**src/rtl/keyguard_pkg.sv**
```systemverilog
package keyguard_pkg;

  typedef enum logic [1:0] {
    KG_LOCKED = 2'd0,
    KG_ARMED  = 2'd1,
    KG_OPEN   = 2'd2
  } kg_state_e;

  // Next lock state after one write to the key register.
  function automatic kg_state_e kg_next(kg_state_e cur, logic [7:0] b,
                                        logic [7:0] k1, logic [7:0] k2);
    kg_state_e n;
    if (b == k1)                          n = KG_ARMED;
    else if (cur == KG_ARMED && b == k2)  n = KG_OPEN;
    else                                  n = KG_LOCKED;
    return n;
  endfunction

  // Status word: bit 0 set while locked.
  function automatic logic kg_locked_bit(logic open);
    return ~open;
  endfunction

endpackage

```
**src/rtl/keyguard_decode.sv**
```systemverilog
module keyguard_decode #(
  parameter int ADDR_W = 8,
  parameter int DATA_W = 32,
  parameter logic [ADDR_W-1:0] KEY_ADDR  = 'h24,
  parameter logic [ADDR_W-1:0] STAT_ADDR = 'h0C
) (
  input  logic              bus_wr,
  input  logic [ADDR_W-1:0] bus_addr,
  input  logic [DATA_W-1:0] bus_wdata,
  output logic              key_wr,
  output logic              stat_sel,
  output logic              plain_wr,
  output logic [7:0]        key_byte
);
  logic key_sel;

  assign key_sel  = (bus_addr == KEY_ADDR);
  assign stat_sel = (bus_addr == STAT_ADDR);
  assign key_wr   = bus_wr & key_sel;
  assign plain_wr = bus_wr & ~key_sel & ~stat_sel;
  assign key_byte = bus_wdata[7:0];

  generate
    if (DATA_W > 8) begin : g_hi
      logic unused_hi;
      assign unused_hi = ^bus_wdata[DATA_W-1:8];
    end
  endgenerate
endmodule

```
**src/rtl/keyguard_fsm.sv**
```systemverilog
module keyguard_fsm
  import keyguard_pkg::*;
#(
  parameter logic [7:0] KEY_FIRST  = 8'hCA,
  parameter logic [7:0] KEY_SECOND = 8'h53
) (
  input  logic       clk,
  input  logic       rst_n,
  input  logic       key_wr,
  input  logic [7:0] key_byte,
  output logic       armed,
  output logic       unlocked
);
  kg_state_e state_q;

  always_ff @(posedge clk or negedge rst_n) begin
    if (!rst_n)      state_q <= KG_LOCKED;
    else if (key_wr) state_q <= kg_next(state_q, key_byte, KEY_FIRST, KEY_SECOND);
  end

  assign armed    = (state_q == KG_ARMED);
  assign unlocked = (state_q == KG_OPEN);
endmodule

```
**src/rtl/keyguard_rdmux.sv**
```systemverilog
module keyguard_rdmux
  import keyguard_pkg::*;
#(
  parameter int DATA_W = 32
) (
  input  logic              stat_sel,
  input  logic              unlocked,
  output logic [DATA_W-1:0] rdata
);
  always_comb begin
    rdata    = '0;
    rdata[0] = stat_sel & kg_locked_bit(unlocked);
  end
endmodule

```
**src/rtl/keyguard.sv**
```systemverilog
module keyguard #(
  parameter int ADDR_W = 8,
  parameter int DATA_W = 32,
  parameter logic [ADDR_W-1:0] KEY_ADDR  = 'h24,
  parameter logic [ADDR_W-1:0] STAT_ADDR = 'h0C,
  parameter logic [7:0] KEY_FIRST  = 8'hCA,
  parameter logic [7:0] KEY_SECOND = 8'h53
) (
  input  logic              clk,
  input  logic              rst_n,
  input  logic              bus_wr,
  input  logic [ADDR_W-1:0] bus_addr,
  input  logic [DATA_W-1:0] bus_wdata,
  output logic [DATA_W-1:0] bus_rdata,
  output logic              prot_wr_en,
  output logic              bank_open
);
  logic       key_wr;
  logic       stat_sel;
  logic       plain_wr;
  logic [7:0] key_byte;
  logic       armed;

  keyguard_decode #(
    .ADDR_W(ADDR_W), .DATA_W(DATA_W),
    .KEY_ADDR(KEY_ADDR), .STAT_ADDR(STAT_ADDR)
  ) u_decode (
    .bus_wr(bus_wr), .bus_addr(bus_addr), .bus_wdata(bus_wdata),
    .key_wr(key_wr), .stat_sel(stat_sel), .plain_wr(plain_wr),
    .key_byte(key_byte)
  );

  keyguard_fsm #(
    .KEY_FIRST(KEY_FIRST), .KEY_SECOND(KEY_SECOND)
  ) u_fsm (
    .clk(clk), .rst_n(rst_n), .key_wr(key_wr), .key_byte(key_byte),
    .armed(armed), .unlocked(bank_open)
  );

  keyguard_rdmux #(.DATA_W(DATA_W)) u_rdmux (
    .stat_sel(stat_sel), .unlocked(bank_open), .rdata(bus_rdata)
  );

  assign prot_wr_en = plain_wr & bank_open;
endmodule

```
**config.mk**
```make
export PLATFORM = sky130hd
export DESIGN_NAME = keyguard
export DESIGN_NICKNAME = d
export VERILOG_FILES = /design/src/rtl/keyguard_pkg.sv /design/src/rtl/keyguard_decode.sv /design/src/rtl/keyguard_fsm.sv /design/src/rtl/keyguard_rdmux.sv /design/src/rtl/keyguard.sv
export SDC_FILE = /design/constraint.sdc
export NUM_CORES = 1
export LEC_CHECK = 0
export CORE_AREA = 2 2 39 41
export CTS_CLUSTER_DIAMETER = 50
export DETAILED_ROUTE_END_ITERATION = 10
export DIE_AREA = 0 0 41 43
export DONT_BUFFER_PORTS = 1
export GPL_ROUTABILITY_DRIVEN = 0
export PLACE_DENSITY = 0.56
export SYNTH_ARGS = -nofsm -noshare
export SYNTH_HDL_FRONTEND = slang
export SYNTH_SLANG_ARGS = --single-unit
```
**constraint.sdc**
```tcl
create_clock -name clk -period 0.9 [get_ports clk]
set_input_delay 0.09 -clock clk [delete_from_list [all_inputs] [get_ports clk]]
set_output_delay 0.09 -clock clk [all_outputs]
set_load 0.02 [all_outputs]
```
Yosys cells after proc, flatten, opt, wreduce, memory -nomap -nowiden
Index checks and enable logic that the tools add are counted.
Storage, ports and cells
  flip-flop bits (word level): 2
  latch bits: 0
  memory bits (writable): 0
  bits in read-only memories: 0
  word-level logic and storage cells: 18
  memories: 0
Cells by class
  add/subtract/negate cells: 0
  multipliers: 0
  div/mod/pow operators: 0
  order comparisons: 0
  equality and inequality tests: 6
  shifts and indexed selects: 0
  muxes and demuxes: 2
  bitwise logic cells: 8
  reductions and logical operators: 1
Operators by type and width (number)
  equality test 8 x 4 -> 1 bit, second input constant: 1
  equality test 8 x 6 -> 1 bit, second input constant: 1
  equality test 8 x 7 -> 1 bit, second input constant: 1
  equality test 8 bit, second input constant: 1
  bitwise AND 1 bit: 5
  2-to-1 mux 2 bit: 2
  inverter 1 bit: 3
  equality test 2 x 1 -> 1 bit, second input constant: 1
  equality test 2 bit, second input constant: 1
  logical AND 1 bit: 1

Longest topological paths before layout
Gate-level depths: netlist of the first run.
  depth after elaboration: 5
  mapped depth: 3
  mapped depth without buffers: 3

Cells and area by module
A second synthesis of the first run with hierarchy kept.
Unflattened totals
  cell total of the unflattened synthesis: 63
  area total of the unflattened synthesis: 516.7 um2
Modules (own cells, without submodules)
  keyguard_rdmux: instances 1, cells an instance 33, area each 250.2 um2
  keyguard_fsm: instances 1, cells an instance 13, area each 138.9 um2
  keyguard_decode: instances 1, cells an instance 16, area each 121.4 um2
  keyguard: instances 1, cells an instance 1, area each 6.3 um2

Least setup slack after synthesis of the first run
OpenSTA, ideal clock, no wires.
  kind: register to output
  start: register u_fsm.state_q[1]
  end: output bus_rdata[0]
  data arrival time: 1.369 ns
  data required time: 0.810 ns
  setup slack: -0.559 ns
  stages on the path, launching flop included: 3
  buffers on the path: 0
  cells stage by stage: dfrtp_1 > nor2b_1 > nor4b_1
Between the ends
  longest elaborated chain between the ends: 3
Ends and longest elaborated chain
  from (decl): line keyguard_fsm.sv:14  | kg_state_e state_q;
  from (signal assigned): line keyguard_fsm.sv:18  | else if (key_wr) state_q <= kg_next(state_q, key_byte, KEY_FIRST, KEY_SECOND);
  equality test 2 bit: line keyguard_fsm.sv:22  | assign unlocked = (state_q == KG_OPEN);
  via bank_open: line keyguard.sv:16  | output logic bank_open
  inverter 1 bit: line keyguard_pkg.sv:21  | return ~open;
  bitwise AND 1 bit: line keyguard_rdmux.sv:12  | rdata[0] = stat_sel & kg_locked_bit(unlocked);
  to (decl): line keyguard.sv:14  | output logic [DATA_W-1:0] bus_rdata,
The timed path passes the listed nets, and every way through them passes these cells.

Final worst setup path of the first run
  start: register u_fsm.state_q[1]
  end: output bus_rdata[0]
Between the ends
  longest elaborated chain between the ends: 3
Ends and longest elaborated chain (line)
  equality test 2 bit: keyguard_fsm.sv:22
  inverter 1 bit: keyguard_pkg.sv:21
  bitwise AND 1 bit: keyguard_rdmux.sv:12
Every way passes these cells.

==> results of run 1 <==
## where the power goes
part            total, W  switching [W]  internal (W)  leakage [nW]
registers      0.0000907   0.0000000279     0.0000907        0.0280
clock network   0.000193      0.0000463      0.000147        0.0138
logic           0.000142       0.000123     0.0000187         0.189
total           0.000425       0.000169      0.000256         0.231
## final cells by class
type                    count  area (µm²)
well taps                  16        20.0
repair buffers              6        47.5
fillers                   167         936
multi-input cells          47         308
clock buffers               3        22.5
flip-flops and latches      2        50.0
## metrics by stage
| step | hold WS (ns) | power, W | TNS, ns |
|---|---|---|---|
| final | 0.105 | 0.000425 | -0.871 |
| after global placement | -0.206 | 0.000225 | -0.358 |
| after floorplan | -0.206 | 0.000327 | -0.245 |
| after CTS | 0.0963 | 0.000438 | -1.01 |
| after global routing | 0.0999 | 0.000458 | -1.11 |
| after detailed placement | -0.206 | 0.000225 | -0.381 |
## timing repair
item                                    in CTS  in global routing
gates cloned                                 0                  0
endpoints found under the setup margin       4                  5
endpoints found under the hold margin        2                  0
hold buffers                                 1                  0
setup buffers                                2                  0
pin swaps                                    0                  1
resized for setup                            1                  3
## final timing paths
kind	to	slack, ns	cells past startpoint
max in group asynchronous	u_fsm.state_q[0]	0.67	1
setup reg to reg	u_fsm.state_q[1]	-0.15	4
min in group clk	u_fsm.state_q[1]	0.16	2
hold reg to reg	u_fsm.state_q[1]	0.61	2
hold / removal	u_fsm.state_q[1]	0.10	1
setup / recovery	bus_rdata[0]	-0.33	3
## critical path: stages, from the launching register on
cell and delay (ns):
dfrtp_1 0.36, nor2b_4 0.14, nor4b_4 0.24, buf_4 0.17
## metal layers
metal	global-route usage [%]	up-vias	share of wire, %
li1	-	121	-
met1	4.81	127	21
met5	0	-	0
met3	1.57	0	15
met4	6.00	0	0
met2	12.2	23	63
## kinds of logic (layout without fill, tap and decap cells)
kind of cell	Yosys count	in the layout	share of synthesized area, %
muxes	2	2	5.19
AOI/OAI and AO/OA	1	1	2.31
DFF	2	2	11.5
xor gates and xnor gates	1	1	2.02
and+or+nand+nor	12	12	24.5
other	1	31	0.864
buffers and inverters	31	9	53.6
## cell usage after synthesis
| cell type | number | area share (%) |
|---|---|---|
| nor4b_4 | 1 | 5.5 |
| nor4b_1 | 1 | 2.0 |
| conb_1 | 1 | 0.86 |
| nand4_2 | 1 | 2.9 |
| nand4b_1 | 1 | 2.0 |
| nor2_1 | 2 | 1.7 |
| xnor2_1 | 1 | 2.0 |
| o211a_1 | 1 | 2.3 |
| buf_4 | 31 | 54 |
| nand2_1 | 1 | 0.86 |
| nand4bb_1 | 2 | 5.2 |
| dfrtp_1 | 2 | 12 |
| nor4_1 | 1 | 1.4 |
| mux2_1 | 2 | 5.2 |
| nor2b_1 | 2 | 2.9 |
==> run metrics, run 1 <==
Syn Inst Count=50; unrepaired setup endpoints after global routing=yes; Syn. warnings=0; Max Fclk=814 MHz; drt wl/cell=approximately 8 µm; initial antenna violation count=0; vias in the first global route=225; H-tree Lvls=1; largest net degree at the start of global routing=4; element type at the critical path start=flip-flop; commonest cells after routing, fill and taps aside=conb_1, buf_4, clkbuf_4; drt pass-1 iters=1; layout cells sized above 1=between 20 and 30%; Area growth syn-to-layout=3.17%; antenna cells=0; CTS Sinks=2; Worst Path Max Fanout=3; pwr dens=950 nW/µm²; Die W=between 40 and 50 µm; Die Area=1760 µm²; clock slew at reported path FFs=0.03 ns; CTS tree=yes; fin util=32.4%; I/O Buffers=0; Final Setup Violations=5; crit path DAT=1.14 ns; max reg flops=2; Slew Limit Fails=0; vias=271; critical path capture point type=output pin; CP startpoint=u_fsm.state_q[1]; post-synthesis cell area=around 430 µm²; HPWL Detailed=between 500 and 600 µm; Finished Layout Cells=74; fin crit period=1.23 ns; initial core utilization=31.4%; maximum clock insertion buffer count=2; syn_area_per_cell=8.68 µm²; Crit Path Class=reg2out; CORE AREA=1380 µm²; LEAKAGE=0.231 nW; flip-flop and latch count after synthesis=2; Max Cap Viol=0; die outline height=43 µm; Netlist cell types=15; routed wire length=about 590 µm; GRT Util Overall=6.62%; I/O pin count=between 70 and 80; CP required=0.81 ns; global-route wire length before repair=759 µm; Seq/Total Area, Yosys=11.5%; failing checks=negative setup slack; Final Hold Viols=0; Final Cycle Share=137%; post-route cell area=448 µm²; placed insts=between 60 and 70; DRT antenna net count=0; final worst setup slack=-0.329 ns; root buf cell=clkbuf_4; CTS buffer count=3; DR vias/cell=3.66; Placed Area=379 µm²; drt drc=0; Final #Nets=103; worst skew pair latency=0.22 ns; Crit Reg-Reg Startpoint=u_fsm.state_q[0]; commonest non-fill, non-tap cell in the layout=conb_1; Clock Skew=0.00135 ns; total gr overflow=0; Iter 0 DRT Violations=0; placement row count=14; Largest regs=u_fsm.state_q: 2 flops; most flop-heavy register=u_fsm.state_q; pre-CTS setup slack=-0.116 ns; status=complete, but fails checks; maximum VDD drop=0.000488 V; type of the tightest min-delay check=in2async
No activity file was read; power rests on OpenSTA's default activity.
==> run 2, diff against run 1 <==
==> constraint.sdc (replaced) <==
create_clock -name clk -period 1.1 [get_ports clk]
set_input_delay 0.11 -clock clk [delete_from_list [all_inputs] [get_ports clk]]
set_output_delay 0.11 -clock clk [all_outputs]
set_load 0.02 [all_outputs]
==> run 2 against run 1 <==
  * The flow still finishes with violations (negative setup slack)
  * Power down 17%
  * First-iteration DRC count unchanged
  * Critical path depth stayed put
  * Worst setup slack improved by 0.19 ns
  * Sequential share of layout area is 0.49 points higher
  * Combinational power is 19% lower
  * Register-to-register slack better by 0.17 ns
  * Via count increased by 0.74%
  * Highest routed layer unchanged
==> run metrics, run 2 (same netlist as run 1, synthesis figures left out) <==
commonest cells after routing, fill and taps aside=conb_1, buf_4, clkbuf_4; pwr dens=825 nW/µm² (-13%); Final Cycle Share=113%; unrepaired setup endpoints after global routing=yes; drt drc=0 (unchanged); max reg flops=2 (unchanged); LEAKAGE=0.229 nW (-0.65%); Final Hold Viols=0 (unchanged); drt pass-1 iters=1 (unchanged); CTS Sinks=2 (unchanged); Iter 0 DRT Violations=0 (unchanged); Area growth syn-to-layout=-1.15%; commonest non-fill, non-tap cell in the layout=conb_1; Max Cap Viol=0 (unchanged); CORE AREA=1380 µm² (unchanged); critical path capture point type=output pin; Worst Path Max Fanout=2 (-1); maximum VDD drop=0.000426 V (-13%); root buf cell=clkbuf_4; Final #Nets=103 (unchanged); Slew Limit Fails=0 (unchanged); antenna cells=0 (unchanged); Post-Route Setup TNS=-0.209 ns (+0.663 ns); R2R setup slack=0.02 ns (+0.17 ns); layout cells sized above 1=22.4% (-5.2 points); CP required=0.99 ns (+0.18 ns); vias in the first global route=228 (+1.3%); global-route wire length before repair=903 µm (+19%); clock slew at reported path FFs=0.03 ns (about the same); initial antenna violation count=0 (unchanged); fin util=31.0% (-1.4 points); vias=273 (+0.74%); Die W=41 µm (unchanged); die outline height=43 µm (unchanged); pre-CTS setup slack=0.0296 ns (+0.145 ns); most flop-heavy register=u_fsm.state_q; CTS tree=yes; crit path DAT=1.13 ns (about the same); Crit Path Class=reg2out; failing checks=negative setup slack; I/O Buffers=0 (unchanged); element type at the critical path start=flip-flop; fin crit period=1.24 ns; H-tree Lvls=1 (unchanged); DR vias/cell=3.69 (+0.74%); maximum clock insertion buffer count=2 (unchanged); Die Area=1760 µm² (unchanged); CTS buffer count=3 (unchanged); GRT Util Overall=7.93% (+1.3 points); placement row count=14 (unchanged); HPWL Detailed=516 µm (-5.5%); total power=0.000354 W (-17%); largest net degree at the start of global routing=4 (unchanged); type of the tightest min-delay check=in2reg; placed insts=67 (-1.5%); final worst setup slack=-0.143 ns (+0.186 ns); worst skew pair latency=0.22 ns (about the same); total gr overflow=0 (unchanged); Clock Skew=0.000568 ns (-0.000784 ns); status=complete, but fails checks; Finished Layout Cells=74 (unchanged); drt wl/cell=8.32 µm (+4.1%); I/O pin count=77 (unchanged); routed wire length=616 µm (+4.1%); DRT antenna net count=0 (unchanged); Max Fclk=805 MHz; Final Setup Violations=2 (-3); initial core utilization=31.4% (unchanged); Largest regs=u_fsm.state_q: 2 flops
## run 2: worst max-delay path, stage by stage (launching register included)
cell	delay (ns)
dfrtp_1	0.37
nor2b_4	0.13
nor4b_2	0.23
buf_4	0.18
## run 2: area by class of cell
type,instances,area [µm²]
Fill cell,161,955
Multi-Input combinational cell,47,285
Timing Repair Buffer,6,51.3
Sequential cell,2,50.0
Clock buffer,3,22.5
Tap cell,16,20.0
## run 2: final timing paths
check | depth (start not counted) | from | endpoint
min reg2reg | 2 | u_fsm.state_q[1] | u_fsm.state_q[1]
max | 3 | u_fsm.state_q[1] | bus_rdata[0]
max in group asynchronous | 1 | rst_n | u_fsm.state_q[0]
max reg2reg | 4 | u_fsm.state_q[0] | u_fsm.state_q[1]
min in group asynchronous | 1 | rst_n | u_fsm.state_q[1]
min | 2 | bus_wr | u_fsm.state_q[0]
## run 2: metal layers
layer  part of all wire (%)  vias to the layer above  global-route usage (%)
li1                       -                      122                       -
met1                     28                      127                    7.72
met2                     59                       24                    11.6
met3                     13                        0                    3.14
met4                      0                        0                    8.00
met5                      0                        -                       0
## run 2: timing repair
item | in CTS | in global routing
hold buffers | 1 | 0
setup buffers | 3 | 0
endpoints found under the hold margin | 2 | 0
setup endpoints to repair | 2 | 4
resized for setup | 3 | 0
## run 2: power breakdown
| part | leakage [nW] | switching [W] | internal [W] |
|---|---|---|---|
| Clock | 0.0138 | 0.0000442 | 0.000121 |
| Combinational | 0.188 | 0.000101 | 0.0000146 |
| Sequential | 0.0280 | 0.0000000231 | 0.0000741 |
| Total | 0.229 | 0.000145 | 0.000209 |
## run 2: stage by stage
stage	hold WS, ns	instance area, µm²
global placement	-0.186	358
floorplan	-0.186	556
detailed placement	-0.186	358
finish	0.112	429
global route	0.110	429
CTS	0.106	429
